--- src/rtl/ret_bist_pkg.sv ---
package ret_bist_pkg;

    typedef enum logic [2:0] {
        ST_IDLE,
        ST_WRITE,
        ST_HOLD,
        ST_READ,
        ST_FLUSH
    } bist_state_e;

    typedef enum logic [1:0] {
        BL_BIAS    = 2'd0,
        BL_DRIVE   = 2'd1,
        BL_DISTURB = 2'd2
    } bl_mode_e;

endpackage

--- src/rtl/ret_bist_cfg.sv ---
module ret_bist_cfg #(
    parameter int PCT_W = 7,
    parameter int DUR_W = 24
) (
    input  logic             clk,
    input  logic             rst,
    input  logic             shift_en,
    input  logic             shift_in,
    input  logic             lock,
    output logic [1:0]       pat_sel,
    output logic [PCT_W-1:0] pct,
    output logic [DUR_W-1:0] dur
);
    localparam int CFG_W = 2 + PCT_W + DUR_W;
    localparam logic [CFG_W-1:0] CFG_RST = {2'b01, {PCT_W{1'b0}}, {DUR_W{1'b0}}};

    typedef struct packed {
        logic [CFG_W-1:0] word;
    } cfg_regs_t;

    cfg_regs_t r_d, r_q;

    always_comb begin
        r_d = r_q;
        if (shift_en && !lock) begin
            r_d.word = {r_q.word[CFG_W-2:0], shift_in};
        end
    end

    always_ff @(posedge clk) begin
        if (rst) begin
            r_q.word <= CFG_RST;
        end else begin
            r_q <= r_d;
        end
    end

    assign pat_sel = r_q.word[CFG_W-1 -: 2];
    assign pct     = r_q.word[DUR_W +: PCT_W];
    assign dur     = r_q.word[DUR_W-1:0];
endmodule

--- src/rtl/ret_bist_pat.sv ---
module ret_bist_pat #(
    parameter int WIDTH = 32
) (
    input  logic [1:0]       sel,
    output logic [WIDTH-1:0] pattern
);
    for (genvar gi = 0; gi < WIDTH; gi++) begin : g_bit
        localparam bit EVEN = ((gi % 2) == 0);
        assign pattern[gi] = sel[1] ? (sel[0] ? !EVEN : EVEN) : sel[0];
    end
endmodule

--- src/rtl/ret_bist_pace.sv ---
module ret_bist_pace #(
    parameter int PCT_W      = 7,
    parameter int DUR_W      = 24,
    parameter int SHARE_FULL = 100
) (
    input  logic             clk,
    input  logic             rst,
    input  logic             clear,
    input  logic             load,
    input  logic             hold_en,
    input  logic [PCT_W-1:0] pct,
    input  logic [DUR_W-1:0] dur,
    output logic             disturb,
    output logic             hold_last
);
    localparam logic [PCT_W:0] FULL = (PCT_W + 1)'(SHARE_FULL);

    typedef struct packed {
        logic [PCT_W:0]   acc;
        logic [DUR_W-1:0] cnt;
    } pace_regs_t;

    pace_regs_t r_d, r_q;
    logic [PCT_W:0] pct_x, pct_eff, sum;

    always_comb begin
        pct_x   = {1'b0, pct};
        pct_eff = (pct_x > FULL) ? FULL : pct_x;
        sum     = r_q.acc + pct_eff;
        disturb = hold_en && (sum >= FULL);
        hold_last = (r_q.cnt == DUR_W'(1));

        r_d = r_q;
        if (clear) begin
            r_d.acc = '0;
        end else if (hold_en) begin
            r_d.acc = disturb ? (sum - FULL) : sum;
        end

        if (load) begin
            r_d.cnt = dur;
        end else if (hold_en) begin
            r_d.cnt = r_q.cnt - DUR_W'(1);
        end
    end

    always_ff @(posedge clk) begin
        if (rst) begin
            r_q <= '0;
        end else begin
            r_q <= r_d;
        end
    end
endmodule

--- src/rtl/ret_bist_cmp.sv ---
module ret_bist_cmp #(
    parameter int WIDTH = 32,
    parameter int AW    = 6
) (
    input  logic             clk,
    input  logic             rst,
    input  logic             clear,
    input  logic             issue,
    input  logic [AW-1:0]    issue_addr,
    input  logic [WIDTH-1:0] expect_word,
    input  logic [WIDTH-1:0] rdata,
    output logic             res_we,
    output logic [AW-1:0]    res_addr,
    output logic [WIDTH-1:0] res_wdata,
    output logic             any_fail
);
    typedef struct packed {
        logic          pend;
        logic [AW-1:0] addr;
        logic          fail;
    } cmp_regs_t;

    cmp_regs_t r_d, r_q;

    always_comb begin
        res_we    = r_q.pend;
        res_addr  = r_q.addr;
        res_wdata = rdata ^ expect_word;

        r_d      = r_q;
        r_d.pend = issue;
        if (issue) begin
            r_d.addr = issue_addr;
        end
        if (clear) begin
            r_d.fail = 1'b0;
        end else if (r_q.pend && (|res_wdata)) begin
            r_d.fail = 1'b1;
        end
    end

    always_ff @(posedge clk) begin
        if (rst) begin
            r_q <= '0;
        end else begin
            r_q <= r_d;
        end
    end

    assign any_fail = r_q.fail;
endmodule

--- src/rtl/ret_bist_ctrl.sv ---
module ret_bist_ctrl #(
    parameter int ROWS  = 64,
    parameter int WIDTH = 32,
    parameter int PCT_W = 7,
    parameter int DUR_W = 24
) (
    input  logic                     clk,
    input  logic                     rst,
    input  logic                     cfg_shift_en,
    input  logic                     cfg_shift_in,
    input  logic                     start,
    output logic                     arr_we,
    output logic [$clog2(ROWS)-1:0]  arr_waddr,
    output logic [WIDTH-1:0]         arr_wdata,
    output logic                     arr_re,
    output logic [$clog2(ROWS)-1:0]  arr_raddr,
    input  logic [WIDTH-1:0]         arr_rdata,
    output logic [1:0]               bl_mode,
    output logic [WIDTH-1:0]         bl_data,
    output logic                     res_we,
    output logic [$clog2(ROWS)-1:0]  res_addr,
    output logic [WIDTH-1:0]         res_wdata,
    output logic                     busy,
    output logic                     done,
    output logic                     any_fail
);
    import ret_bist_pkg::*;

    localparam int AW = $clog2(ROWS);
    localparam logic [AW-1:0] LAST_ROW = AW'(ROWS - 1);

    typedef struct packed {
        bist_state_e   state;
        logic [AW-1:0] row;
        logic          done;
    } ctrl_regs_t;

    ctrl_regs_t r_d, r_q;

    logic [1:0]       pat_sel;
    logic [PCT_W-1:0] pct;
    logic [DUR_W-1:0] dur;
    logic [WIDTH-1:0] pattern;
    logic             accept, load_hold, in_hold, disturb, hold_last;

    ret_bist_cfg #(.PCT_W(PCT_W), .DUR_W(DUR_W)) u_cfg (
        .clk      (clk),
        .rst      (rst),
        .shift_en (cfg_shift_en),
        .shift_in (cfg_shift_in),
        .lock     (busy),
        .pat_sel  (pat_sel),
        .pct      (pct),
        .dur      (dur)
    );

    ret_bist_pat #(.WIDTH(WIDTH)) u_pat (
        .sel     (pat_sel),
        .pattern (pattern)
    );

    ret_bist_pace #(.PCT_W(PCT_W), .DUR_W(DUR_W), .SHARE_FULL(100)) u_pace (
        .clk       (clk),
        .rst       (rst),
        .clear     (accept),
        .load      (load_hold),
        .hold_en   (in_hold),
        .pct       (pct),
        .dur       (dur),
        .disturb   (disturb),
        .hold_last (hold_last)
    );

    ret_bist_cmp #(.WIDTH(WIDTH), .AW(AW)) u_cmp (
        .clk         (clk),
        .rst         (rst),
        .clear       (accept),
        .issue       (arr_re),
        .issue_addr  (arr_raddr),
        .expect_word (pattern),
        .rdata       (arr_rdata),
        .res_we      (res_we),
        .res_addr    (res_addr),
        .res_wdata   (res_wdata),
        .any_fail    (any_fail)
    );

    always_comb begin
        r_d       = r_q;
        r_d.done  = 1'b0;
        accept    = 1'b0;
        load_hold = 1'b0;
        in_hold   = (r_q.state == ST_HOLD);

        unique case (r_q.state)
            ST_IDLE: begin
                if (start) begin
                    accept    = 1'b1;
                    r_d.state = ST_WRITE;
                    r_d.row   = '0;
                end
            end
            ST_WRITE: begin
                if (r_q.row == LAST_ROW) begin
                    r_d.row = '0;
                    if (dur == '0) begin
                        r_d.state = ST_READ;
                    end else begin
                        load_hold = 1'b1;
                        r_d.state = ST_HOLD;
                    end
                end else begin
                    r_d.row = r_q.row + AW'(1);
                end
            end
            ST_HOLD: begin
                if (hold_last) begin
                    r_d.state = ST_READ;
                    r_d.row   = '0;
                end
            end
            ST_READ: begin
                if (r_q.row == LAST_ROW) begin
                    r_d.state = ST_FLUSH;
                end else begin
                    r_d.row = r_q.row + AW'(1);
                end
            end
            ST_FLUSH: begin
                r_d.state = ST_IDLE;
                r_d.done  = 1'b1;
            end
            default: r_d.state = ST_IDLE;
        endcase
    end

    always_ff @(posedge clk) begin
        if (rst) begin
            r_q.state <= ST_IDLE;
            r_q.row   <= '0;
            r_q.done  <= 1'b0;
        end else begin
            r_q <= r_d;
        end
    end

    always_comb begin
        arr_we    = (r_q.state == ST_WRITE);
        arr_waddr = r_q.row;
        arr_wdata = pattern;
        arr_re    = (r_q.state == ST_READ);
        arr_raddr = r_q.row;
        busy      = (r_q.state != ST_IDLE);
        done      = r_q.done;
        if (arr_we) begin
            bl_mode = BL_DRIVE;
            bl_data = pattern;
        end else if (disturb) begin
            bl_mode = BL_DISTURB;
            bl_data = ~pattern;
        end else begin
            bl_mode = BL_BIAS;
            bl_data = '0;
        end
    end
endmodule


--- config.mk ---
export PLATFORM = sky130hd
export DESIGN_NAME = ret_bist_ctrl
export DESIGN_NICKNAME = d
export VERILOG_FILES = /design/src/rtl/ret_bist_pkg.sv /design/src/rtl/ret_bist_cfg.sv /design/src/rtl/ret_bist_pat.sv /design/src/rtl/ret_bist_pace.sv /design/src/rtl/ret_bist_cmp.sv /design/src/rtl/ret_bist_ctrl.sv
export SDC_FILE = /design/constraint.sdc
export NUM_CORES = 1
export LEC_CHECK = 0
export BUFFER_PORTS_ARGS = -buffer_cell sky130_fd_sc_hd__buf_2
export CAP_MARGIN = 25
export CORE_ASPECT_RATIO = 0.5
export CORE_MARGIN = 4
export CORE_UTILIZATION = 50
export DETAILED_ROUTE_END_ITERATION = 10
export PLACE_DENSITY = 0.78
export SLEW_MARGIN = 0
export SYNTH_ARGS = -nofsm -noshare
export SYNTH_HDL_FRONTEND = slang
export SYNTH_SLANG_ARGS = --single-unit
--- constraint.sdc ---
create_clock -name clk -period 5.9 [get_ports clk]
set_input_delay 0.59 -clock clk [delete_from_list [all_inputs] [get_ports clk]]
set_output_delay 0.59 -clock clk [all_outputs]
set_load 0.01 [all_outputs]
==> results of run 1 <==
## critical path, delay by kind of cell, from the launching register on
family                   cells  cell delay [ns]
XOR/XNOR                     1             0.29
multiplexers                 1             0.28
buffers and inverters        3             0.47
flip-flops                   1             0.37
AO/OA/AOI/OAI                5             1.71
AND/OR/NAND/NOR              3             0.49
adder cells (fa/ha/maj)      2             0.55
## kinds of logic (layout without fill, tap and decap cells)
logic type      count (synthesis)  count (layout)
compound gates                153             153
xor+xnor                       43              43
fa+ha+maj                      13              13
buf+inv                       125             200
flops                          83              83
mux                             6               6
simple gates                  267             267
## registers in the layout (all words and copies together), names as in the netlist
register	count
done	1
u_pace.r_q	32
u_cmp.res_we	1
arr_raddr	6
u_cmp.any_fail	1
u_cmp.res_addr	6
u_cfg.r_q	33
r_q	3
## cell usage in the layout, fill, tap and decap left out, types with 3 or more instances in the layout
cell	n
nand2_1	107
o211ai_1	6
nor3_1	18
dfxtp_1	82
nor4_1	16
a21oi_1	75
mux2i_1	4
inv_1	16
nor3b_1	3
or3_1	3
o21ai_0	19
or4_1	5
nor2_1	49
nand3_1	22
xnor2_1	21
and3_1	9
a311oi_1	3
buf_2	158
nor2b_1	6
a211oi_1	7
a221oi_1	4
nand4_1	8
a31oi_1	9
and2_1	3
buf_4	7
xor2_1	21
clkbuf_16	9
a22oi_1	5
ha_1	12
## final cells by class
cell class | count | area, um^2 | area share
repair buffers | 167 | 882 | 0.149
well taps | 140 | 175 | 0.0295
clock buffers | 12 | 246 | 0.0416
clock inverters | 4 | 26.3 | 0.00443
flip-flops and latches | 83 | 1660 | 0.280
inverters | 17 | 63.8 | 0.0108
multi-input cells | 482 | 2870 | 0.485
## Yosys cell counts, drive strengths merged, types with 12 or more instances
library cell / n
inv: 16
xnor2: 22
xor2: 21
buf: 76
nor3: 19
nand2: 107
o21ai: 20
dfxtp: 83
ha: 12
a21oi: 75
nor4: 18
nand3: 22
nor2: 49
clkbuf: 32
## power by group
group	switching [W]	internal, W
clock network	0.000220	0.000296
registers	0.0000109	0.000563
logic	0.000146	0.000101
## metrics by stage
step	hold slack, ns	cells	area, um^2
after floorplan	0.441	690	5320
after global placement	0.435	887	5620
after detailed placement	0.442	889	5660
after CTS	0.450	905	5930
after global routing	0.464	905	5930
final	0.446	905	5930
## worst paths after layout
kind                       start              to  cells past startpoint
setup / recovery   u_cfg.r_q[25]     bl_data[29]                     15
hold reg to reg   u_cmp.any_fail  u_cmp.any_fail                      2
setup reg to reg   u_cfg.r_q[25]  u_pace.r_q[27]                     15
hold / removal    u_cmp.any_fail  u_cmp.any_fail                      2
## routing by layer
layer	GRT usage	vias up	share of wire
li1	-	2493	-
met1	0.254	2321	0.45
met2	0.371	140	0.49
met3	0.0431	16	0.051
met4	0.0564	0	0.014
met5	0	-	0
==> results_dict.tcl, run 1 <==
set metrics [dict create \
    ys_async_sr_fraction 0 \
    utilization 0.577 \
    fill_cells 930 \
    synth_compound_area_frac 0.177 \
    grt.overflow.total 0 \
    synth.distinct_cells 67 \
    final-setup-viol-count 0 \
    cp-end-kind "primary output" \
    avgSynthCellArea_um2 7.71 \
    cts_tree "yes" \
    synth-main-ff-cell "dfxtp_1" \
    skew_ns 0.00930 \
    hold_viol 0 \
    worstSetupStartpointType "flip-flop" \
    ys.warnings.count 0 \
    io_buffers 158 \
    via_count 4970 \
    timing.fmax_ghz 0.196 \
    clock_tree.root_cell "clkbuf_16" \
    layout_setup_ws_ns 0.801 \
    cts_hold_buffers 0 \
    yosys.area_share.adder 0.0320 \
    initial_core_util 0.518 \
    synth_cells 690 \
    p_leak_nw 2.43 \
    synth-edff-count 0 \
    finalMaxSlewViolations 0 \
    grt_setup_unrepaired "no" \
    gp_congestion 0.837 \
    synth_area_mm2 0.00532 \
    p_total_w 0.00134 \
    h-tree-depth 3 \
    cts_setup_buffers 0 \
    outcome "completed" \
    synth_top_area_frac 0.312 \
    io_pins 159 \
    period_needed_ns 5.10 \
    dp_slack_ns 1.20 \
    synthSimpleGateAreaFrac 0.246 \
    peakVddDrop_v 0.000141 \
    grt_pass1_wl_um 21300 \
    grt_max_degree 73 \
    die_x_um 154 \
    cts.sinks 83 \
    max_stage_delay_ns 0.83 \
    critPathArrivalTime_ns 4.51 \
    die_area_mm2 0.0125 \
    synth_nets 740 \
    yosys.area.top_type "dfxtp_1" \
    drv_cap 0 \
    first_iter_violations 325 \
    worstSetupPathType "reg -> out" \
    crit_slowest_cell "o31ai_2" \
    final_nets 810 \
    synth_top_family_by_area "simple AND/OR/NAND/NOR gates" \
    final_antenna_net_count 0 \
    track_usage 0.206 \
    hpwl_um 9810 \
    yosys-top-cells-area "dfxtp_1 (31%), buf_4 (10%), nand2_1 (7.5%)" \
    areaGrowthSynthToFinish_pct 11.5 \
    hold_path.class "reg -> reg" \
    period_share 0.864 \
    slew_headroom 0.362 \
    cp.required_ns 5.31 \
    rrSetupSlack_ns 2.41 \
    insertion_delay_ns 0.34 \
    drt-pass1-iter-count 5 \
    ys_seq_elements 83 \
    drive_gt1_frac 0.260 \
    avgRoutedWirePerCell_um 14.8 \
    wirelength_um 13400 \
    rows 26 \
    muxShareOfSynthArea 0.0118 \
    n_antenna_cell 0 \
    tightest_slew_ns 0.952 \
    vias_per_cell 5.49 \
    seq_area_frac_synth 0.312 \
    fin_tns_setup_ns 0 \
    drc 0 \
    power_density_mw_per_mm2 225 \
    cts_buffers 9 \
    grt_pass1_vias 4301 \
    cp_cell_sequence "o21ai_0, a21oi_1, nand2b_1, inv_1, ha_1, a211oi_1, nor2_1, xor2_1, inv_1, ha_1, and3b_1, mux2i_1, a21oi_1, o31ai_2, buf_2" \
    post_cts_resized 0 \
    cp_max_fo 16 \
    die_h_um 80.9 \
    antenna_found_initial 0 \
    clockBufferDepth 2 \
    core_area_mm2 0.0103 \
    clk_pin_slew_ns 0.06 \
    synth_xor_area_frac 0.0708 \
]
Note: power is estimated with default switching activity, not from simulation.
==> run 2, diff against run 1 <==
- CORE_MARGIN: 4 -> 2
==> run 2 against run 1 <==
Net effect:
- via count is 0.12% lower
- sequential power hardly changed
- clock power is 2% higher
- wire length is 2.8% lower
- final area is 0.25% higher
- die area is 7.4% lower
- critical path depth is 1 higher
- first-iteration DRC count is 6.2% lower
- largest cell class unchanged
==> results_dict.tcl, run 2 (synthesized netlist as in run 1, its figures left out) <==
set metrics [dict create \
    outcome "completed" \
    n_antenna_cell 0 \
    initial_core_util 0.518 \
    track_usage 0.221 \
    cp-end-kind "primary output" \
    cts_buffers 9 \
    wirelength_um 13000 \
    critPathArrivalTime_ns 4.35 \
    rows 26 \
    worstSetupPathType "reg -> out" \
    timing.fmax_ghz 0.203 \
    clock_tree.root_cell "clkbuf_16" \
    dp_slack_ns 1.34 \
    gr-usage-met3 0.0494 \
    core_area_mm2 0.0103 \
    placed_area_mm2 0.00565 \
    reg.largest.list "u_cfg.r_q (33), u_pace.r_q (32)" \
    clk_pin_slew_ns 0.06 \
    grt_pass1_wl_um 20700 \
    hold_path.class "reg -> reg" \
    h-tree-depth 3 \
    cp_max_fo 12 \
    crit_family "compound AO/OA/AOI/OAI gates" \
    die_x_um 150 \
    fin_tns_setup_ns 0 \
    drc 0 \
    hpwl_um 9570 \
    avgRoutedWirePerCell_um 14.4 \
    largest_register_ffs 33 \
    period_needed_ns 4.94 \
    final-setup-viol-count 0 \
    final_area_mm2 0.00595 \
    p_leak_nw 2.43 \
    power_density_mw_per_mm2 226 \
    antenna_found_initial 0 \
    first_iter_violations 305 \
    grt_pass1_vias 4281 \
    clockBufferDepth 2 \
    busiest_layer "met2" \
    cts.sinks 83 \
    insertion_delay_ns 0.34 \
    cp_cell_sequence "o21ai_0, a21oi_1, nand2b_1, inv_1, ha_1, a211oi_1, nor2_1, xor2_1, inv_1, ha_1, and3b_1, mux2i_1, a21oi_1, o31ai_1, buf_4, buf_2" \
    max_stage_delay_ns 0.54 \
    skew_ns 0.00536 \
    crit_slowest_cell "o31ai_1" \
    cts_hold_buffers 0 \
    worstSetupStartpointType "flip-flop" \
    areaGrowthSynthToFinish_pct 11.8 \
    cts_tree "yes" \
    finalHoldWorstSlack_ns 0.457 \
    io_pins 159 \
    grt_setup_unrepaired "no" \
    via_count 4964 \
    vias_per_cell 5.47 \
    regMostFlops "u_cfg.r_q" \
    post_cts_resized 0 \
    die_area_mm2 0.0115 \
    final_antenna_net_count 0 \
    met1_usage 0.276 \
    drt-pass1-iter-count 5 \
    slew_headroom 0.451 \
    layout_setup_ws_ns 0.964 \
    finalMaxSlewViolations 0 \
    mostFrequentLayoutCells "buf_2 (159), nand2_1 (107), dfxtp_1 (82)" \
    cts_setup_buffers 0 \
    tightest_slew_ns 0.824 \
    grt.overflow.total 0 \
    hold_viol 0 \
    grt_max_degree 73 \
    final_common_cell "buf_2" \
    met2_usage 0.380 \
    die_h_um 76.9 \
    io_buffers 158 \
    period_share 0.837 \
    drive_gt1_frac 0.262 \
    drv_cap 0 \
    timing.critical_path.buf_inv 4 \
    gp_congestion 0.847 \
    final_nets 812 \
    cp.required_ns 5.31 \
    peakVddDrop_v 0.000145 \
    utilization 0.578 \
]
## run 2: cell types whose count changed in the layout (fill, tap and decap cells not counted), sizes merged
cell / before / now
buf: 167 / 169
clkinv: 4 / 3
clkinvlp: 1 / 2
## run 2: tightest hold or removal path: cells and delay by family (launching register included)
kind,cells,cell delay (ns)
flops,1,0.31
simple gates,1,0.05
compound gates,1,0.05
## run 2: area by class of cell
class	instances	area (um^2)
well taps	140	175
flip-flops and latches	83	1660
clock buffers	12	256
clock inverters	4	25.0
fillers	954	4330
multi-input cells	482	2870
inverters	17	63.8
repair buffers	169	893
## run 2: routing by layer
layer | routed length [um] | up-vias
met2 | 6280 | 118
met4 | 127 | 0
li1 | - | 2488
met3 | 657 | 13
met1 | 5950 | 2345
met5 | 0 | -
## run 2: path summary, 6_finish.rpt
check                                        from           endpoint  slack [ns]  depth (start not counted)
worst min-delay path            u_cmp.res_addr[1]  u_cmp.res_addr[1]        0.46                          2
worst max-delay path                u_cfg.r_q[24]        bl_data[19]        0.96                         16
worst max register to register      u_cfg.r_q[24]     u_pace.r_q[31]        2.35                         15
worst min register to register  u_cmp.res_addr[1]  u_cmp.res_addr[1]        0.46                          2
## run 2: power breakdown
| part | total [W] | internal [W] | switching [W] |
|---|---|---|---|
| Sequential | 0.000574 | 0.000563 | 0.0000107 |
| Combinational | 0.000244 | 0.000101 | 0.000143 |
| Clock | 0.000524 | 0.000306 | 0.000218 |
## run 2: metrics by stage
stage                     cells  total power, W
after floorplan             690        0.000773
final                       907         0.00134
after detailed placement    890        0.000828
after global placement      887        0.000822
after CTS                   906         0.00136
after global routing        907         0.00141
